$ cat src/rtl/prt_pkg.sv
package prt_pkg;
    localparam int NUM_RULES = 20;
    localparam int NUM_PORTS = 10;
    localparam int PAGE_W    = 12;
    localparam int ID_W      = 12;
    localparam int REG_W     = 2 * PAGE_W;
    localparam int SEL_W     = $clog2(NUM_RULES);
    localparam int PORT_W    = $clog2(NUM_PORTS);
    localparam int OFF_W     = 3;
    localparam int COMMIT_BIT = 5;
    localparam int FETCH_BIT  = 6;

    localparam logic [OFF_W-1:0] OFF_CTRL = 3'd0;
    localparam logic [OFF_W-1:0] OFF_WIN  = 3'd1;
    localparam logic [OFF_W-1:0] OFF_IDR  = 3'd2;
    localparam logic [OFF_W-1:0] OFF_ATTR = 3'd3;
    localparam logic [OFF_W-1:0] OFF_DFLT = 3'd4;

    typedef struct packed {
        logic [PAGE_W-1:0]    pg_hi;
        logic [PAGE_W-1:0]    pg_lo;
        logic [ID_W-1:0]      id_hi;
        logic [ID_W-1:0]      id_lo;
        logic                 rsl;
        logic [NUM_PORTS-1:0] pmask;
        logic                 vld;
        logic [1:0]           sec;
    } rule_t;

    typedef enum logic [1:0] {ST_IDLE, ST_COMMIT, ST_FETCH} acc_state_e;
endpackage

$ cat src/rtl/prt_regif.sv
module prt_regif
    import prt_pkg::*;
(
    input  logic                 clk,
    input  logic                 rst_n,
    input  logic                 reg_wr,
    input  logic [OFF_W-1:0]     reg_addr,
    input  logic [REG_W-1:0]     reg_wdata,
    output logic [REG_W-1:0]     reg_rdata,
    output logic                 rule_we,
    output logic [SEL_W-1:0]     rule_idx,
    output rule_t                stage,
    input  rule_t                fetched,
    output logic [NUM_PORTS-1:0] dflt
);
    acc_state_e state, state_nx;
    logic [SEL_W-1:0] sel;
    logic ctrl_wr;

    assign ctrl_wr = reg_wr && (reg_addr == OFF_CTRL);

    always_ff @(posedge clk or negedge rst_n) begin
        if (!rst_n) state <= ST_IDLE;
        else        state <= state_nx;
    end

    always_comb begin
        state_nx = ST_IDLE;
        unique case (state)
            ST_IDLE: begin
                if (ctrl_wr && reg_wdata[COMMIT_BIT])     state_nx = ST_COMMIT;
                else if (ctrl_wr && reg_wdata[FETCH_BIT]) state_nx = ST_FETCH;
                else                                      state_nx = ST_IDLE;
            end
            ST_COMMIT: state_nx = ST_IDLE;
            ST_FETCH:  state_nx = ST_IDLE;
            default:   state_nx = ST_IDLE;
        endcase
    end

    always_comb begin
        rule_we  = (state == ST_COMMIT);
        rule_idx = sel;
    end

    always_ff @(posedge clk or negedge rst_n) begin
        if (!rst_n) begin
            sel   <= '0;
            stage <= '0;
            dflt  <= '0;
        end else if (state == ST_FETCH) begin
            stage <= fetched;
        end else if (reg_wr) begin
            unique case (reg_addr)
                OFF_CTRL: sel <= reg_wdata[SEL_W-1:0];
                OFF_WIN: begin
                    stage.pg_lo <= reg_wdata[PAGE_W-1:0];
                    stage.pg_hi <= reg_wdata[2*PAGE_W-1:PAGE_W];
                end
                OFF_IDR: begin
                    stage.id_lo <= reg_wdata[ID_W-1:0];
                    stage.id_hi <= reg_wdata[2*ID_W-1:ID_W];
                end
                OFF_ATTR: begin
                    stage.sec   <= reg_wdata[1:0];
                    stage.vld   <= reg_wdata[2];
                    stage.pmask <= reg_wdata[NUM_PORTS+2:3];
                    stage.rsl   <= reg_wdata[NUM_PORTS+3];
                end
                OFF_DFLT: dflt <= reg_wdata[NUM_PORTS-1:0];
                default: ;
            endcase
        end
    end

    always_comb begin
        reg_rdata = '0;
        unique case (reg_addr)
            OFF_CTRL: reg_rdata[SEL_W-1:0] = sel;
            OFF_WIN:  reg_rdata = {stage.pg_hi, stage.pg_lo};
            OFF_IDR:  reg_rdata = {stage.id_hi, stage.id_lo};
            OFF_ATTR: reg_rdata[NUM_PORTS+3:0] = {stage.rsl, stage.pmask, stage.vld, stage.sec};
            OFF_DFLT: reg_rdata[NUM_PORTS-1:0] = dflt;
            default:  reg_rdata = '0;
        endcase
    end

    assert_commit_start_R2: assert property (@(posedge clk) disable iff (!rst_n)
        (state == ST_IDLE && ctrl_wr && reg_wdata[COMMIT_BIT]) |=> rule_we);
    assert_commit_done_R2: assert property (@(posedge clk) disable iff (!rst_n)
        (state == ST_COMMIT) |=> (state == ST_IDLE));
    assert_fetch_done_R3: assert property (@(posedge clk) disable iff (!rst_n)
        (state == ST_FETCH) |=> (state == ST_IDLE && stage == $past(fetched)));
endmodule

$ cat src/rtl/prt_rule_store.sv
module prt_rule_store
    import prt_pkg::*;
(
    input  logic                 clk,
    input  logic                 rst_n,
    input  logic                 we,
    input  logic [SEL_W-1:0]     idx,
    input  rule_t                wrule,
    output rule_t                rrule,
    input  logic [PAGE_W-1:0]    page,
    input  logic [ID_W-1:0]      id,
    input  logic [NUM_PORTS-1:0] port_oh,
    input  logic                 secure,
    output logic [NUM_RULES-1:0] hit,
    output logic [NUM_RULES-1:0] rsl_vec
);
    rule_t rules [NUM_RULES];
    logic [NUM_RULES-1:0] vld_vec;

    always_ff @(posedge clk or negedge rst_n) begin
        if (!rst_n) begin
            for (int i = 0; i < NUM_RULES; i++) rules[i] <= '0;
        end else if (we) begin
            for (int i = 0; i < NUM_RULES; i++)
                if (idx == SEL_W'(i)) rules[i] <= wrule;
        end
    end

    always_comb begin
        rrule = '0;
        for (int i = 0; i < NUM_RULES; i++)
            if (idx == SEL_W'(i)) rrule = rules[i];
    end

    for (genvar g = 0; g < NUM_RULES; g++) begin : g_match
        logic in_win, in_ids, port_ok, sec_ok;
        assign in_win  = (page >= rules[g].pg_lo) && (page <= rules[g].pg_hi);
        assign in_ids  = (id >= rules[g].id_lo) && (id <= rules[g].id_hi);
        assign port_ok = |(rules[g].pmask & port_oh);
        assign sec_ok  = secure ? rules[g].sec[0] : rules[g].sec[1];
        assign hit[g]     = rules[g].vld && in_win && in_ids && port_ok && sec_ok;
        assign rsl_vec[g] = rules[g].rsl;
        assign vld_vec[g] = rules[g].vld;
    end

    assert_idle_keeps_R11: assert property (@(posedge clk) disable iff (!rst_n)
        !we |=> $stable(vld_vec));
    assert_range_ignored_R11: assert property (@(posedge clk) disable iff (!rst_n)
        (we && idx >= SEL_W'(NUM_RULES)) |=> $stable(vld_vec));
endmodule

$ cat src/rtl/prt_decide.sv
module prt_decide
    import prt_pkg::*;
(
    input  logic                 clk,
    input  logic                 rst_n,
    input  logic                 req_valid,
    input  logic [NUM_RULES-1:0] hit,
    input  logic [NUM_RULES-1:0] rsl_vec,
    input  logic [NUM_PORTS-1:0] dflt,
    input  logic [NUM_PORTS-1:0] port_oh,
    output logic                 resp_valid,
    output logic                 resp_accept
);
    logic [NUM_RULES-1:0] win;
    logic reject;

    always_comb begin
        win = '0;
        for (int i = NUM_RULES - 1; i >= 0; i--)
            if (hit[i]) begin
                win    = '0;
                win[i] = 1'b1;
            end
        if (|hit)          reject = |(win & rsl_vec);
        else if (|port_oh) reject = |(dflt & port_oh);
        else               reject = 1'b1;
    end

    always_ff @(posedge clk or negedge rst_n) begin
        if (!rst_n) begin
            resp_valid  <= 1'b0;
            resp_accept <= 1'b0;
        end else begin
            resp_valid  <= req_valid;
            resp_accept <= req_valid && !reject;
        end
    end

    assert_resp_due_R10: assert property (@(posedge clk) disable iff (!rst_n)
        req_valid |=> resp_valid);
    assert_no_spurious_R10: assert property (@(posedge clk) disable iff (!rst_n)
        !req_valid |=> !resp_valid);
    assert_single_winner_R8: assert property (@(posedge clk) disable iff (!rst_n)
        $onehot0(win) && ((|win) == (|hit)));
    assert_quiet_accept_R10: assert property (@(posedge clk) disable iff (!rst_n)
        !resp_valid |-> !resp_accept);
endmodule

$ cat src/rtl/prot_rule_table.sv
module prot_rule_table
    import prt_pkg::*;
(
    input  logic              clk,
    input  logic              rst_n,
    input  logic              reg_wr,
    input  logic [OFF_W-1:0]  reg_addr,
    input  logic [REG_W-1:0]  reg_wdata,
    output logic [REG_W-1:0]  reg_rdata,
    input  logic              req_valid,
    input  logic [PAGE_W-1:0] req_page,
    input  logic [ID_W-1:0]   req_id,
    input  logic [PORT_W-1:0] req_port,
    input  logic              req_secure,
    output logic              resp_valid,
    output logic              resp_accept
);
    rule_t stage, fetched;
    logic rule_we;
    logic [SEL_W-1:0] rule_idx;
    logic [NUM_PORTS-1:0] dflt, port_oh;
    logic [NUM_RULES-1:0] hit, rsl_vec;

    assign port_oh = NUM_PORTS'(1) << req_port;

    prt_regif u_regif (
        .clk(clk), .rst_n(rst_n), .reg_wr(reg_wr), .reg_addr(reg_addr),
        .reg_wdata(reg_wdata), .reg_rdata(reg_rdata), .rule_we(rule_we),
        .rule_idx(rule_idx), .stage(stage), .fetched(fetched), .dflt(dflt)
    );

    prt_rule_store u_store (
        .clk(clk), .rst_n(rst_n), .we(rule_we), .idx(rule_idx), .wrule(stage),
        .rrule(fetched), .page(req_page), .id(req_id), .port_oh(port_oh),
        .secure(req_secure), .hit(hit), .rsl_vec(rsl_vec)
    );

    prt_decide u_decide (
        .clk(clk), .rst_n(rst_n), .req_valid(req_valid), .hit(hit),
        .rsl_vec(rsl_vec), .dflt(dflt), .port_oh(port_oh),
        .resp_valid(resp_valid), .resp_accept(resp_accept)
    );
endmodule

$ cat config.mk
export PLATFORM = sky130hd
export DESIGN_NAME = prot_rule_table
export DESIGN_NICKNAME = d
export VERILOG_FILES = /design/src/rtl/prt_pkg.sv /design/src/rtl/prt_regif.sv /design/src/rtl/prt_rule_store.sv /design/src/rtl/prt_decide.sv /design/src/rtl/prot_rule_table.sv
export SDC_FILE = /design/constraint.sdc
export NUM_CORES = 2
export LEC_CHECK = 0
export ABC_AREA = 0
export BUFFER_PORTS_ARGS = -buffer_cell sky130_fd_sc_hd__buf_2
export CAP_MARGIN = 20
export CELL_PAD_IN_SITES_DETAIL_PLACEMENT = 1
export CELL_PAD_IN_SITES_GLOBAL_PLACEMENT = 1
export CORE_ASPECT_RATIO = 0.7
export CORE_MARGIN = 1.5
export CORE_UTILIZATION = 45
export DETAILED_ROUTE_END_ITERATION = 7
export PLACE_DENSITY_LB_ADDON = 0.08
export SYNTH_ARGS = -nofsm -noshare
export SYNTH_HDL_FRONTEND = slang
export SYNTH_SLANG_ARGS = --single-unit
$ cat constraint.sdc
create_clock -name clk -period 5.4 [get_ports clk]
set_input_delay 0.27 -clock clk [delete_from_list [all_inputs] [get_ports clk]]
set_output_delay 0.27 -clock clk [all_outputs]
set_load 0.02 [all_outputs]
==> flow_metrics.env <==
export IMPL_fin_setup_tns_ns=0
export IMPL_use_met1_pct=62.11
export IMPL_seq_area_sq_mm=0.03308
export IMPL_reg2reg_setup_slack_ns=0.72
export IMPL_finish_instance_area_sq_mm=0.09356
export IMPL_ys_seq_area_share_pct=39.69
export IMPL_hpwlAfterDp_mm=304.2
export IMPL_core_area_sq_mm=0.1831
export IMPL_clk_pin_slew_worst_paths_ns=0.06
export IMPL_ys_flop_type="dfrtp_1"
export IMPL_syn_area_sq_mm=0.08329
export IMPL_cts_buffers=158
export IMPL_post_drt_wl_per_cell_um=36.04
export IMPL_rsz0062_at_grt="no"
export IMPL_leakage_uw=0.04133
export IMPL_totalWireLength_mm=416.1
export IMPL_grt_pass1_wl_mm=588.6
export IMPL_period_needed_ns=4.683
export IMPL_place_area_sq_mm=0.08827
export IMPL_synth_edf_count=0
export IMPL_multi_input_area_sq_mm=0.04494
export IMPL_first_global_vias=77594
export IMPL_die_h_um=363.0
export IMPL_yosysMostFrequentCell="dfrtp_1"
export IMPL_met2_usage_pct=62.30
export IMPL_worst_skew_pair_late_latency_ns=0.85
export IMPL_hold_viol=0
export IMPL_antenna_found_initial=33
export IMPL_syn_area_per_cell_sq_um=9.362
export IMPL_crit_path_max_fanout=30
export IMPL_synthAdderAreaFrac_pct=14.42
export IMPL_fin_util_pct=51.10
export IMPL_slew_violations=0
export IMPL_ys_seq_elements=1321
export IMPL_synth_compound_area_share_pct=19.23
export IMPL_drtIter0Drc=10179
export IMPL_totalPowerFinal_uw=31420
export IMPL_status="finished, violations left"
export IMPL_cts_buffer_depth=4
export IMPL_row_count=131
export IMPL_drt_first_pass_iters=8
export IMPL_syn_num_nets=9917
export IMPL_maxCapViolCount=0
export IMPL_worstSetupPathType="reg -> reg"
export IMPL_synth_distinct_cells=81
export IMPL_fillers=20460
export IMPL_end_kind="flip-flop"
export IMPL_clock_fmax_mhz=213.5
export IMPL_initial_core_util_pct=45.49
export IMPL_die_w_um=517.2
export IMPL_grt_max_degree=157
export IMPL_gp_congestion=1.028
export IMPL_overflow=0
export IMPL_min_path_type="in -> reg"
export IMPL_violations="DRC"
export IMPL_muxShareOfSynthArea_pct=10.06
export IMPL_cts_root_buf="clkbuf_16"
export IMPL_drive_gt1_share_pct=14.34
export IMPL_grt_usage_pct=43.94
export IMPL_tightest_slew_ns=1.257
export IMPL_grt_use_met3_pct=13.07
export IMPL_routed_via_density=6.700
export IMPL_synth_top_family_by_area="compound AO/OA/AOI/OAI gates"
export IMPL_area_growth_pct=12.32
export IMPL_skew_ns=0.03408
export IMPL_io_buffers=85
export IMPL_ir_worst_vdd_mv=0.3358
export IMPL_cp_arrival_ns=5.45
export IMPL_p_per_area_mw_per_mm2=335.8
export IMPL_synth_commonest_cells="dfrtp_1, nand2_1, o21ai_0, ha_1, inv_1"
export IMPL_period_share_pct=86.73
export IMPL_ant_nets=0
export IMPL_drc_errors=7
export IMPL_yosysTopAreaCellShare_pct=39.69
export IMPL_cts_sinks=1321
export IMPL_die_area_sq_mm=0.1877
export IMPL_synth_simple_gate_area_share_pct=9.842
export IMPL_ys_top_cells_by_area="dfrtp_1, ha_1, mux2_2"
export IMPL_slew_headroom_pct=16.19
export IMPL_via_count=77351
export IMPL_holdWs_ns=0.04398
export IMPL_setup_viol=0
export IMPL_grt_busiest_layer="met2"
export IMPL_num_nets_final=9995
export IMPL_cts_tree="yes"
export IMPL_synth_xor_area_share_pct=0
export IMPL_synthCells=8897
export IMPL_yosys_warnings=0
export IMPL_pin_count=86
export IMPL_async_reset_ff_share_pct=100.0
export IMPL_cts_htree_levels=4
export IMPL_cp_data_required_time_ns=6.17
export IMPL_start_kind="flip-flop"
export IMPL_synth_top_area_cell="dfrtp_1"
cells by family (layout without fill, tap and decap cells):
kind of cell / after synthesis / count (layout)
other: 0 / 12
muxes: 731 / 731
DFF: 1321 / 1321
adders and majority gates: 960 / 960
and+or+nand+nor: 1836 / 1836
AOI/OAI and AO/OA: 2562 / 2562
buffers and inverters: 1487 / 1663
report_power, final:
group / switching (uW) / leakage [uW] / internal (uW) / total (uW)
combinational: 5980 / 0.0207 / 2550 / 8530
sequential: 1300 / 0.0181 / 10700 / 12000
clock: 4690 / 0.00245 / 6220 / 10900
final cells by class:
cell class	count	share of cell area [%]
clock inverters	31	0.3410
clock buffers	227	4.967
diodes	12	0.03210
inverters	923	3.703
repair buffers	482	4.272
well taps	2460	3.290
flip-flops and latches	1321	35.36
multi-input cells	6089	48.04
repair_timing:
item | 4_1_cts | 5_1_grt
setup buffers | 0 | 0
hold buffers | 26 | 0
hold endpoints to repair | 158 | 0
resized for setup | 0 | 0
layout by cell type, fill, tap and decap left out, types with 122 or more instances in the layout:
master	count
dfrtp_1	1307
nand2_1	1030
o21ai_0	1016
ha_1	960
inv_1	919
mux2_2	499
a21oi_1	391
buf_4	326
nor2_1	193
o22ai_1	161
clkbuf_16	161
a22oi_1	140
nand4_1	136
mux2i_1	122
registers in the layout, indices dropped and copies added (netlist names):
name                  cells
u_store.rules          1220
u_regif.state             2
u_decide.resp_accept      1
u_regif.rule_idx          5
u_regif.stage            62
u_decide.resp_valid       1
u_store.rsl_vec          20
u_regif.dflt             10
worst max-delay path, stage by stage, from the launching register on:
cell,delay (ns)
dfrtp_4,0.70
or2_2,0.59
buf_4,0.33
buf_4,0.27
o22ai_1,0.69
mux2i_1,0.21
nor2_1,0.13
a21oi_1,0.06
o22ai_1,0.72
nand2_1,0.39
nand4_1,0.26
o311a_1,0.20
layer usage:
layer  part of all wire [%]  routed length (um)  up-vias
met5                  0.033                 139        -
met4                    4.5               18780       20
met3                     12               48370      863
met2                     41              170300     4110
met1                     43              178600    40297
li1                       -                   -    32061
through the flow:
step	setup WS (ns)	std cells
2_1_floorplan	1.834	8897
3_3_place_gp	0.7523	11244
3_5_place_dp	0.9633	11245
4_1_cts	0.9590	11529
5_1_grt	0.8594	11536
6_report	0.7167	11545
final timing paths:
check	startpoint	endpoint	cells past startpoint
min in group asynchronous	rst_n	u_store.rules[1091]	2
min	reg_wr	u_regif.state[1]	5
max in group asynchronous	rst_n	u_store.rules[457]	4
max reg2reg	u_regif.rule_idx[0]	u_regif.stage[31]	11
max	u_regif.rule_idx[0]	u_regif.stage[31]	11
min reg2reg	u_store.rules[984]	u_store.rules[984]	1
Note: power is estimated with default switching activity, not from simulation.
